File: config.mk
export PLATFORM = sky130hd
export DESIGN_NAME = rcr_recorder
export DESIGN_NICKNAME = d
export VERILOG_FILES = /design/src/rtl/rcr_pkg.sv /design/src/rtl/rcr_priority_pick.sv /design/src/rtl/rcr_flag_next.sv /design/src/rtl/rcr_recorder.sv
export SDC_FILE = /design/constraint.sdc
export NUM_CORES = 1
export LEC_CHECK = 0
export ABC_AREA = 1
export ABC_CLOCK_PERIOD_IN_PS = 2190
export CORE_MARGIN = 4
export CORE_UTILIZATION = 41
export CTS_CLUSTER_DIAMETER = 100
export DETAILED_ROUTE_END_ITERATION = 6
export GPL_TIMING_DRIVEN = 1
export HOLD_SLACK_MARGIN = 0.15
export PLACE_DENSITY_LB_ADDON = 0.1
export SKIP_LAST_GASP = 1
export SLEW_MARGIN = 20
export SYNTH_ARGS = -nofsm -noshare
export SYNTH_HDL_FRONTEND = slang
export SYNTH_SLANG_ARGS = --single-unit
File: constraint.sdc
create_clock -name clk -period 2.19 [get_ports clk]
set_input_delay 0.219 -clock clk [delete_from_list [all_inputs] [get_ports clk]]
set_output_delay 0.219 -clock clk [all_outputs]
set_load 0.01 [all_outputs]
File: src/rtl/rcr_pkg.sv
// Package: shared types and constants of the reset cause recorder.
// Assumes flag positions are fixed because software decodes them.
package rcr_pkg;
    localparam int NUM_EVENTS = 9;
    localparam int NUM_FLAGS  = 8;
    localparam int SEL_W      = 2;

    // Flag bit positions seen by software
    localparam int FB_POR  = 0;
    localparam int FB_BOR  = 1;
    localparam int FB_PD   = 2;
    localparam int FB_TO   = 3;
    localparam int FB_RI   = 4;
    localparam int FB_CM   = 5;
    localparam int FB_SFUL = 6;
    localparam int FB_SUNF = 7;

    localparam logic [NUM_FLAGS-1:0] FLAGS_RST = 8'h3C;

    // Winning event; order after EV_NONE matches priority
    typedef enum logic [3:0] {
        EV_NONE, EV_POR, EV_BOR, EV_PIN, EV_WDT,
        EV_OVF, EV_UNF, EV_MISM, EV_RINST, EV_WAKE
    } ev_kind_t;

    typedef enum logic [1:0] {PM_FULL, PM_RUN, PM_IDLE, PM_SLEEP} pmode_t;

    typedef enum logic [SEL_W-1:0] {
        SEL_RESET = 2'd0, SEL_NEXT = 2'd1, SEL_HIGH = 2'd2, SEL_LOW = 2'd3
    } pc_sel_t;
endpackage

File: src/rtl/rcr_priority_pick.sv
// Fixed-priority picker: returns the lowest set index of req.
// Assumes index 0 carries the highest priority.
module rcr_priority_pick #(
    parameter int N = 9,
    localparam int IW = $clog2(N + 1)
) (
    input  logic [N-1:0]  req,
    output logic          hit,
    output logic [IW-1:0] idx
);
    // Scan from low priority up so the highest priority set bit wins
    always_comb begin
        hit = |req;
        idx = '0;
        for (int i = N - 1; i >= 0; i--) begin
            if (req[i]) idx = IW'(i);
        end
    end
endmodule

File: src/rtl/rcr_flag_next.sv
// Next-state logic: applies the winning event, or a software write,
// to the current flags and chooses restart and program-counter select.
// Assumes kind is EV_NONE when no event pulse is active.
module rcr_flag_next
    import rcr_pkg::*;
(
    input  ev_kind_t             kind,
    input  pmode_t               mode,
    input  logic                 stk_rst_en,
    input  logic                 gie_hi,
    input  logic                 gie_lo,
    input  logic                 wr_en,
    input  logic [NUM_FLAGS-1:0] wr_data,
    input  logic [NUM_FLAGS-1:0] cur,
    output logic [NUM_FLAGS-1:0] nxt,
    output logic                 do_restart,
    output pc_sel_t              sel
);
    logic low_power;
    assign low_power = (mode == PM_IDLE) || (mode == PM_SLEEP);

    // Per-event flag update and restart decision
    always_comb begin
        nxt        = cur;
        do_restart = 1'b0;
        sel        = SEL_RESET;
        case (kind)
            EV_NONE: begin
                if (wr_en) nxt = wr_data;
            end
            EV_POR: begin
                nxt[FB_CM]   = 1'b1;
                nxt[FB_RI]   = 1'b1;
                nxt[FB_TO]   = 1'b1;
                nxt[FB_PD]   = 1'b1;
                nxt[FB_POR]  = 1'b0;
                nxt[FB_BOR]  = 1'b0;
                nxt[FB_SFUL] = 1'b0;
                do_restart   = 1'b1;
            end
            EV_BOR: begin
                nxt[FB_CM]  = 1'b1;
                nxt[FB_RI]  = 1'b1;
                nxt[FB_TO]  = 1'b1;
                nxt[FB_PD]  = 1'b1;
                nxt[FB_BOR] = 1'b0;
                do_restart  = 1'b1;
            end
            EV_PIN: begin
                if (mode != PM_FULL) nxt[FB_TO] = 1'b1;
                if (low_power)       nxt[FB_PD] = 1'b0;
                do_restart = 1'b1;
            end
            EV_WDT: begin
                nxt[FB_TO] = 1'b0;
                if (low_power) begin
                    nxt[FB_PD] = 1'b0;
                    sel        = SEL_NEXT;
                end
                do_restart = 1'b1;
            end
            EV_OVF: begin
                nxt[FB_SFUL] = 1'b1;
                do_restart   = stk_rst_en;
            end
            EV_UNF: begin
                nxt[FB_SUNF] = 1'b1;
                do_restart   = stk_rst_en;
            end
            EV_MISM: begin
                nxt[FB_CM] = 1'b0;
                do_restart = 1'b1;
            end
            EV_RINST: begin
                nxt[FB_RI] = 1'b0;
                do_restart = 1'b1;
            end
            EV_WAKE: begin
                if (mode != PM_FULL) begin
                    nxt[FB_PD] = 1'b0;
                    do_restart = 1'b1;
                    if (gie_hi)      sel = SEL_HIGH;
                    else if (gie_lo) sel = SEL_LOW;
                    else             sel = SEL_NEXT;
                end
            end
            default: begin
                nxt = cur;
            end
        endcase
    end
endmodule

File: src/rtl/rcr_recorder.sv
// Top: reset cause and wake-up recorder. Ranks the event pulses,
// updates the eight flags and issues a one-cycle restart request
// with a program-counter select. Assumes event pulses are synchronous
// to clk and last one cycle each.
module rcr_recorder
    import rcr_pkg::*;
(
    input  logic                 clk,
    input  logic                 rst_n,
    input  logic                 ev_por,
    input  logic                 ev_bor,
    input  logic                 ev_pin,
    input  logic                 ev_wdt,
    input  logic                 ev_stk_ovf,
    input  logic                 ev_stk_unf,
    input  logic                 ev_cfg_mism,
    input  logic                 ev_rst_instr,
    input  logic                 ev_wake_irq,
    input  logic [1:0]           pwr_mode,
    input  logic                 stk_ovf_rst_en,
    input  logic                 irq_en_hi,
    input  logic                 irq_en_lo,
    input  logic                 sw_wr_en,
    input  logic [NUM_FLAGS-1:0] sw_wr_data,
    output logic [NUM_FLAGS-1:0] cause_flags,
    output logic                 restart_req,
    output logic [SEL_W-1:0]     pc_sel
);
    localparam int IW = $clog2(NUM_EVENTS + 1);

    logic [NUM_EVENTS-1:0] req;
    logic                  hit;
    logic [IW-1:0]         idx;
    ev_kind_t              kind;
    logic [NUM_FLAGS-1:0]  flags_q, flags_d;
    logic                  rst_d;
    pc_sel_t               sel_d;

    // Pack the pulses in priority order, index 0 highest
    assign req = {ev_wake_irq, ev_rst_instr, ev_cfg_mism, ev_stk_unf,
                  ev_stk_ovf, ev_wdt, ev_pin, ev_bor, ev_por};

    rcr_priority_pick #(.N(NUM_EVENTS)) i_pick (
        .req (req),
        .hit (hit),
        .idx (idx)
    );

    // Turn the picked index into an event kind
    always_comb begin
        if (hit) kind = ev_kind_t'(4'(idx) + 4'd1);
        else     kind = EV_NONE;
    end

    rcr_flag_next i_next (
        .kind       (kind),
        .mode       (pmode_t'(pwr_mode)),
        .stk_rst_en (stk_ovf_rst_en),
        .gie_hi     (irq_en_hi),
        .gie_lo     (irq_en_lo),
        .wr_en      (sw_wr_en),
        .wr_data    (sw_wr_data),
        .cur        (flags_q),
        .nxt        (flags_d),
        .do_restart (rst_d),
        .sel        (sel_d)
    );

    // Register flags, restart pulse and select
    always_ff @(posedge clk) begin
        if (!rst_n) begin
            flags_q     <= FLAGS_RST;
            restart_req <= 1'b0;
            pc_sel      <= SEL_RESET;
        end else begin
            flags_q     <= flags_d;
            restart_req <= rst_d;
            pc_sel      <= rst_d ? sel_d : SEL_RESET;
        end
    end

    assign cause_flags = flags_q;
endmodule

-- Word-level counts from Yosys, hierarchy flattened
Index checks and enable logic that the tools add are counted.
W data, S select, Z words.
- bits in registers: 11
- bits of input ports: 25
- output and inout bits: 11
- word-level logic and storage cells: 80
- add/sub/neg operators: 1
- eq/ne operators: 15
- muxes and demuxes: 29
- reduce and logical (&&, ||, !) cells: 25
- operators with widths (cell ; count):
    $mux W4 ; 10
    $eq A4 B3 Y1 const B ; 4
    $reduce_and A2 Y1 ; 7
    $pmux W1 S3 ; 4
    $reduce_bool A3 Y1 ; 3
    $reduce_or A9 Y1 ; 1
    $eq A4 B2 Y1 const B ; 2
    $eq A4 B4 Y1 const B ; 2
    $mux W8 ; 1
    $pmux W1 S4 ; 2
    $reduce_bool A2 Y1 ; 4
    $reduce_bool A4 Y1 ; 2
    $mux W2 ; 3
    $ne A2 B1 Y1 const B ; 3
    $pmux W1 S2 ; 3
    $reduce_or A2 Y1 ; 3
    $reduce_or A6 Y1 ; 1
    $mux W1 ; 5
    $add A4 B1 Y4 const B ; 1
    $eq A2 B2 Y1 const B ; 2
    $eq A4 B1 Y1 const B ; 1
    $logic_not A4 Y1 ; 1
    $pmux W2 S2 ; 1
    $reduce_and A4 Y1 ; 1
    other kinds (3) ; 3

-- Longest topological paths before layout
- depth in word-level cells: 15
- mapped depth: 21
- depth with buffers taken out: 21

-- Modules after synthesis
A second synthesis with hierarchy kept.
- cells, all modules: 157
- area total of the unflattened synthesis: 913.4 µm²
- by module, submodules not included (module ; instances ; cells an instance ; area an instance (µm²) ; seq. area each (µm²)):
    rcr_flag_next ; 1 ; 89 ; 424.2 ; 0.0
    rcr_recorder ; 1 ; 43 ; 362.8 ; 220.2
    rcr_priority_pick ; 1 ; 25 ; 126.4 ; 0.0

-- Least setup slack after synthesis
No wires, ideal clock.
- path type: input to register
- start point: input port ev_stk_unf
- end point: register flags_q[2] (netlist: cause_flags[2])
- library setup time: 119 ps
- arrival time: 1736 ps
- setup slack: 335 ps
- stages: 18
- path buffers: 0
- cell sequence: inv_1 -> nand2_1 -> nand2_1 -> nand2_1 -> nand2_1 -> nand2_2 -> nand2_2 -> inv_1 -> ha_1 -> nand2_1 -> a21oi_1 -> nand4_1 -> nand2_1 -> nand2_1 -> nand2_1 -> nor2_1 -> nand2_1 -> nand3_1
- word-level cells in the longest chain between the ends: 12
- RTL lines (element ; line ; RTL):
    start, declared ; rcr_recorder.sv:15 ; input logic ev_stk_unf,
    $mux W4 (6 in series) ; rcr_priority_pick.sv:16 ; if (req[i]) idx = IW'(i);
    $add A4 B1 Y4 ; rcr_recorder.sv:51 ; if (hit) kind = ev_kind_t'(4'(idx) + 4'd1);
    $mux W4 (*) ; rcr_recorder.sv:51 ;
    $eq A4 B2 Y1, or another cell as far along ; rcr_flag_next.sv:27 ; case (kind)
    $reduce_or A2 Y1 (no line) ; n/a ;
    $ne A2 B1 Y1 (no line) or $reduce_bool A4 Y1 (tied branches) ; n/a ;
    $reduce_and A4 Y1 (no line) ; n/a ;
    end signal, assigned ; rcr_recorder.sv:76 ; flags_q <= flags_d;
    end, declared ; rcr_recorder.sv:35 ; logic [NUM_FLAGS-1:0] flags_q, flags_d;
Mark *: on every way between the ends. The rest lies on a longest branch, timed or not.
A chain may end at the register's enable or synchronous reset.

-- Final worst setup path
- start point: input port ev_rst_instr
- end point: register flags_q[3] (netlist: cause_flags[3])
- word-level cells in the longest chain between the ends: 14
- RTL lines (element ; line ; RTL):
    start, declared ; rcr_recorder.sv:17 ; input logic ev_rst_instr,
    $mux W4 (8 in series) ; rcr_priority_pick.sv:16 ;
    $add A4 B1 Y4 ; rcr_recorder.sv:51 ;
    $mux W4 (*) ; rcr_recorder.sv:51 ;
    $eq A4 B1 Y1 or $eq A4 B2 Y1 (tied branches) ; rcr_flag_next.sv:27 ;
    $reduce_or A2 Y1 (no line) ; n/a ;
    $reduce_bool A4 Y1 (no line) ; n/a ;
    $reduce_and A3 Y1 (no line) ; n/a ;
Marks and branches as above.

==> flow_metrics.tcl <==
set metrics [dict create \
    synthCells 137 \
    drv_cap 0 \
    fmax_ghz 0.4901 \
    cp_max_fo 4 \
    die-width_microns 53.42 \
    finalCritPeriodShare_pct 93.17 \
    place_ws_ps -240.5 \
    powerDensity_nw_per_um2 423.4 \
    setup_tns_ps 0 \
    r2r-end "cause_flags[6]" \
    leakage_nw 0.7211 \
    async_reset_ff_share_pct 0 \
    overflow 0 \
    synth_common_cells "nand2_1, inv_1, nand3_1" \
    synth.avg_cell_area_sq_um 6.174 \
    yosysSeqAreaShare_pct 26.04 \
    hpwlAfterDp_mm 2.076 \
    reg2reg_slack_ps 1500 \
    ys_types 20 \
    reg2reg_from "cause_flags[6]" \
    drive_above_1_share_pct 33.16 \
    yosysTopAreaCell "dfxtp_1" \
    synthToLayoutAreaGrowth_pct 81.21 \
    vias_per_cell 5.135 \
    drv_slew 0 \
    timing.final.crit_period_ps 2040 \
    cts_max_level 1 \
    dp_cells 218 \
    layoutNonFillerInstCount 223 \
    clkTransAtPathRegs_ps 70 \
    die_area_sq_um 2854 \
    synth_most_common_cell "nand2_1" \
    crit_path_start_kind "input pin" \
    finalWirelength_mm 2.751 \
    place_congestion 0.8239 \
    antenna_found_initial 0 \
    path_class "input pin to flip-flop" \
    synth-seq-cells 11 \
    drc 0 \
    min_path_type "flip-flop to flip-flop" \
    grt_start_max_net_pins 9 \
    worstHoldStart "cause_flags[3]" \
    maxSlewHeadroom_pct 77.70 \
    peakVddDrop_v 0.0002810 \
    n_fill_cell 168 \
    cp.arrival_ps 2210 \
    nets 223 \
    crit_path_end_kind "flip-flop" \
    skew_ps 0 \
    grt_util_all_layers_pct 19.55 \
    yosys_most_used_dff "dfxtp_1" \
    startpoint "ev_rst_instr" \
    synth-edff-count 0 \
    pin_count 36 \
    worst_r2r_path_depth 4 \
    fin_util_pct 78.13 \
    portBuffers 35 \
    cts-root-buf "clkbuf_4" \
    cts_sinks 11 \
    setup_ws_ps 149.6 \
    floorplan.die.height_microns 53.42 \
    initial_core_util_pct 43.11 \
    grt_pass1_wl_mm 4.105 \
    antenna_cells 0 \
    outcome "finished clean" \
    firstDrtPassIters 4 \
    core_area_sq_um 1962 \
    ant_nets 0 \
    first_global_vias 1068 \
    cts_tree "yes" \
    setup_viol 0 \
    cts_buffers 3 \
    ys_warn_count 0 \
    tightest_slew_ps 333.3 \
    syn_area_sq_um 845.8 \
    synth_nets 163 \
    endpoint "cause_flags[3]" \
    cts_buffer_depth 2 \
    yosys.area.top_type_share_pct 26.04 \
    worstPathRequired_ps 2360 \
    drt_iter0_markers 23 \
    clk_latency_ps 280 \
    fp-row-count 16 \
    wl_per_cell_microns 12.34 \
    vias 1145 \
    ys_top_cells_by_area "dfxtp_1, nand2_1, inv_1, nand3_1, nand2_2" \
    finalHoldViolCount 0 \
    hold_buffers 0 \
]
[sequential cells by signal (all words and copies together) (netlist names)]
signal / cells
restart_req: 1
cause_flags: 8
pc_sel: 2
[worst min path at each step]
stage	endpoint	slack, ps	cells after the start
2_1_floorplan	cause_flags[4]	300	1
3_3_place_gp	cause_flags[3]	450	2
5_1_grt	cause_flags[1]	500	3
3_5_place_dp	cause_flags[3]	470	2
4_1_cts	cause_flags[3]	480	2
6_report	cause_flags[3]	480	2
[power by group]
| part | internal [W] | leakage [nW] | switching [W] |
|---|---|---|---|
| clock | 0.0000679 | 0.0177 | 0.0000779 |
| sequential | 0.000215 | 0.0901 | 0.00000735 |
| combinational | 0.000144 | 0.613 | 0.000136 |
[cell families after synthesis]
family	after synthesis	share of synthesized area (%)
buffers and inverters	24	10.65
AO/OA/AOI/OAI	17	11.39
flip-flops	11	26.04
AND/OR/NAND/NOR	84	50.44
adder cells (fa/ha/maj)	1	1.479
[cells in the final DEF (no fill, tap or decap)]
master	count
clkdlybuf4s50_1	34
nand2_1	27
buf_4	20
inv_1	18
nand2_2	13
nand3_1	11
dfxtp_1	11
nor2_1	9
nand4_1	7
inv_2	6
nand2_4	5
nor2_4	5
a21oi_1	4
nand3_2	3
o21ai_0	3
a31oi_1	3
clkbuf_4	3
o21ai_1	2
nor2_2	1
a31oi_4	1
nor3_4	1
o21ai_4	1
or2_4	1
nand3_4	1
a21oi_2	1
o21ai_2	1
o211ai_1	1
ha_4	1
clkinv_2	1
dlymetal6s2s_1	1
[stage by stage]
step | hold WS (ps) | total power [W] | instance area [sq um]
6_report | 483.8 | 0.0006490 | 1533
5_1_grt | 502.9 | 0.0006901 | 1533
4_1_cts | 484.2 | 0.0006129 | 1400
3_5_place_dp | 465.7 | 0.0004711 | 1373
3_3_place_gp | 454.6 | 0.0004640 | 1373
2_1_floorplan | 303.1 | 0.0003392 | 845.8
[layer usage]
metal / GRT usage (%) / wire [microns] / vias up
met1: 17.59 / 985 / 520
met3: 3.380 / 160 / 13
met5: 0 / 0 / -
met4: 8.085 / 92 / 0
met2: 40.82 / 1513 / 47
li1: - / - / 565
[worst max-delay path, stage by stage]
cell	delay [ps]
clkdlybuf4s50_1	490
nor2_2	50
nor2_1	110
nand2_2	90
a31oi_4	190
ha_4	230
buf_4	150
o21ai_4	170
o21ai_1	110
inv_1	100
nand3_1	100
a21oi_1	130
nand2_1	60
[cell type report]
type / count / area [sq um] / area share [%]
clock inverters: 1 / 5.005 / 0.3265
inverters: 24 / 90.09 / 5.878
flip-flops and latches: 11 / 220.2 / 14.37
repair buffers: 55 / 503.0 / 32.82
clock buffers: 3 / 22.52 / 1.469
well taps: 27 / 33.78 / 2.204
multi-input cells: 102 / 658.1 / 42.94
[what timing repair did]
action | 4_1_cts | 5_1_grt
setup buffers | 0 | 1
endpoints found under the setup margin | 0 | 11
gates resized for setup | 0 | 31
hold endpoints to repair | 0 | 0
(Power assumes the default switching activity.)
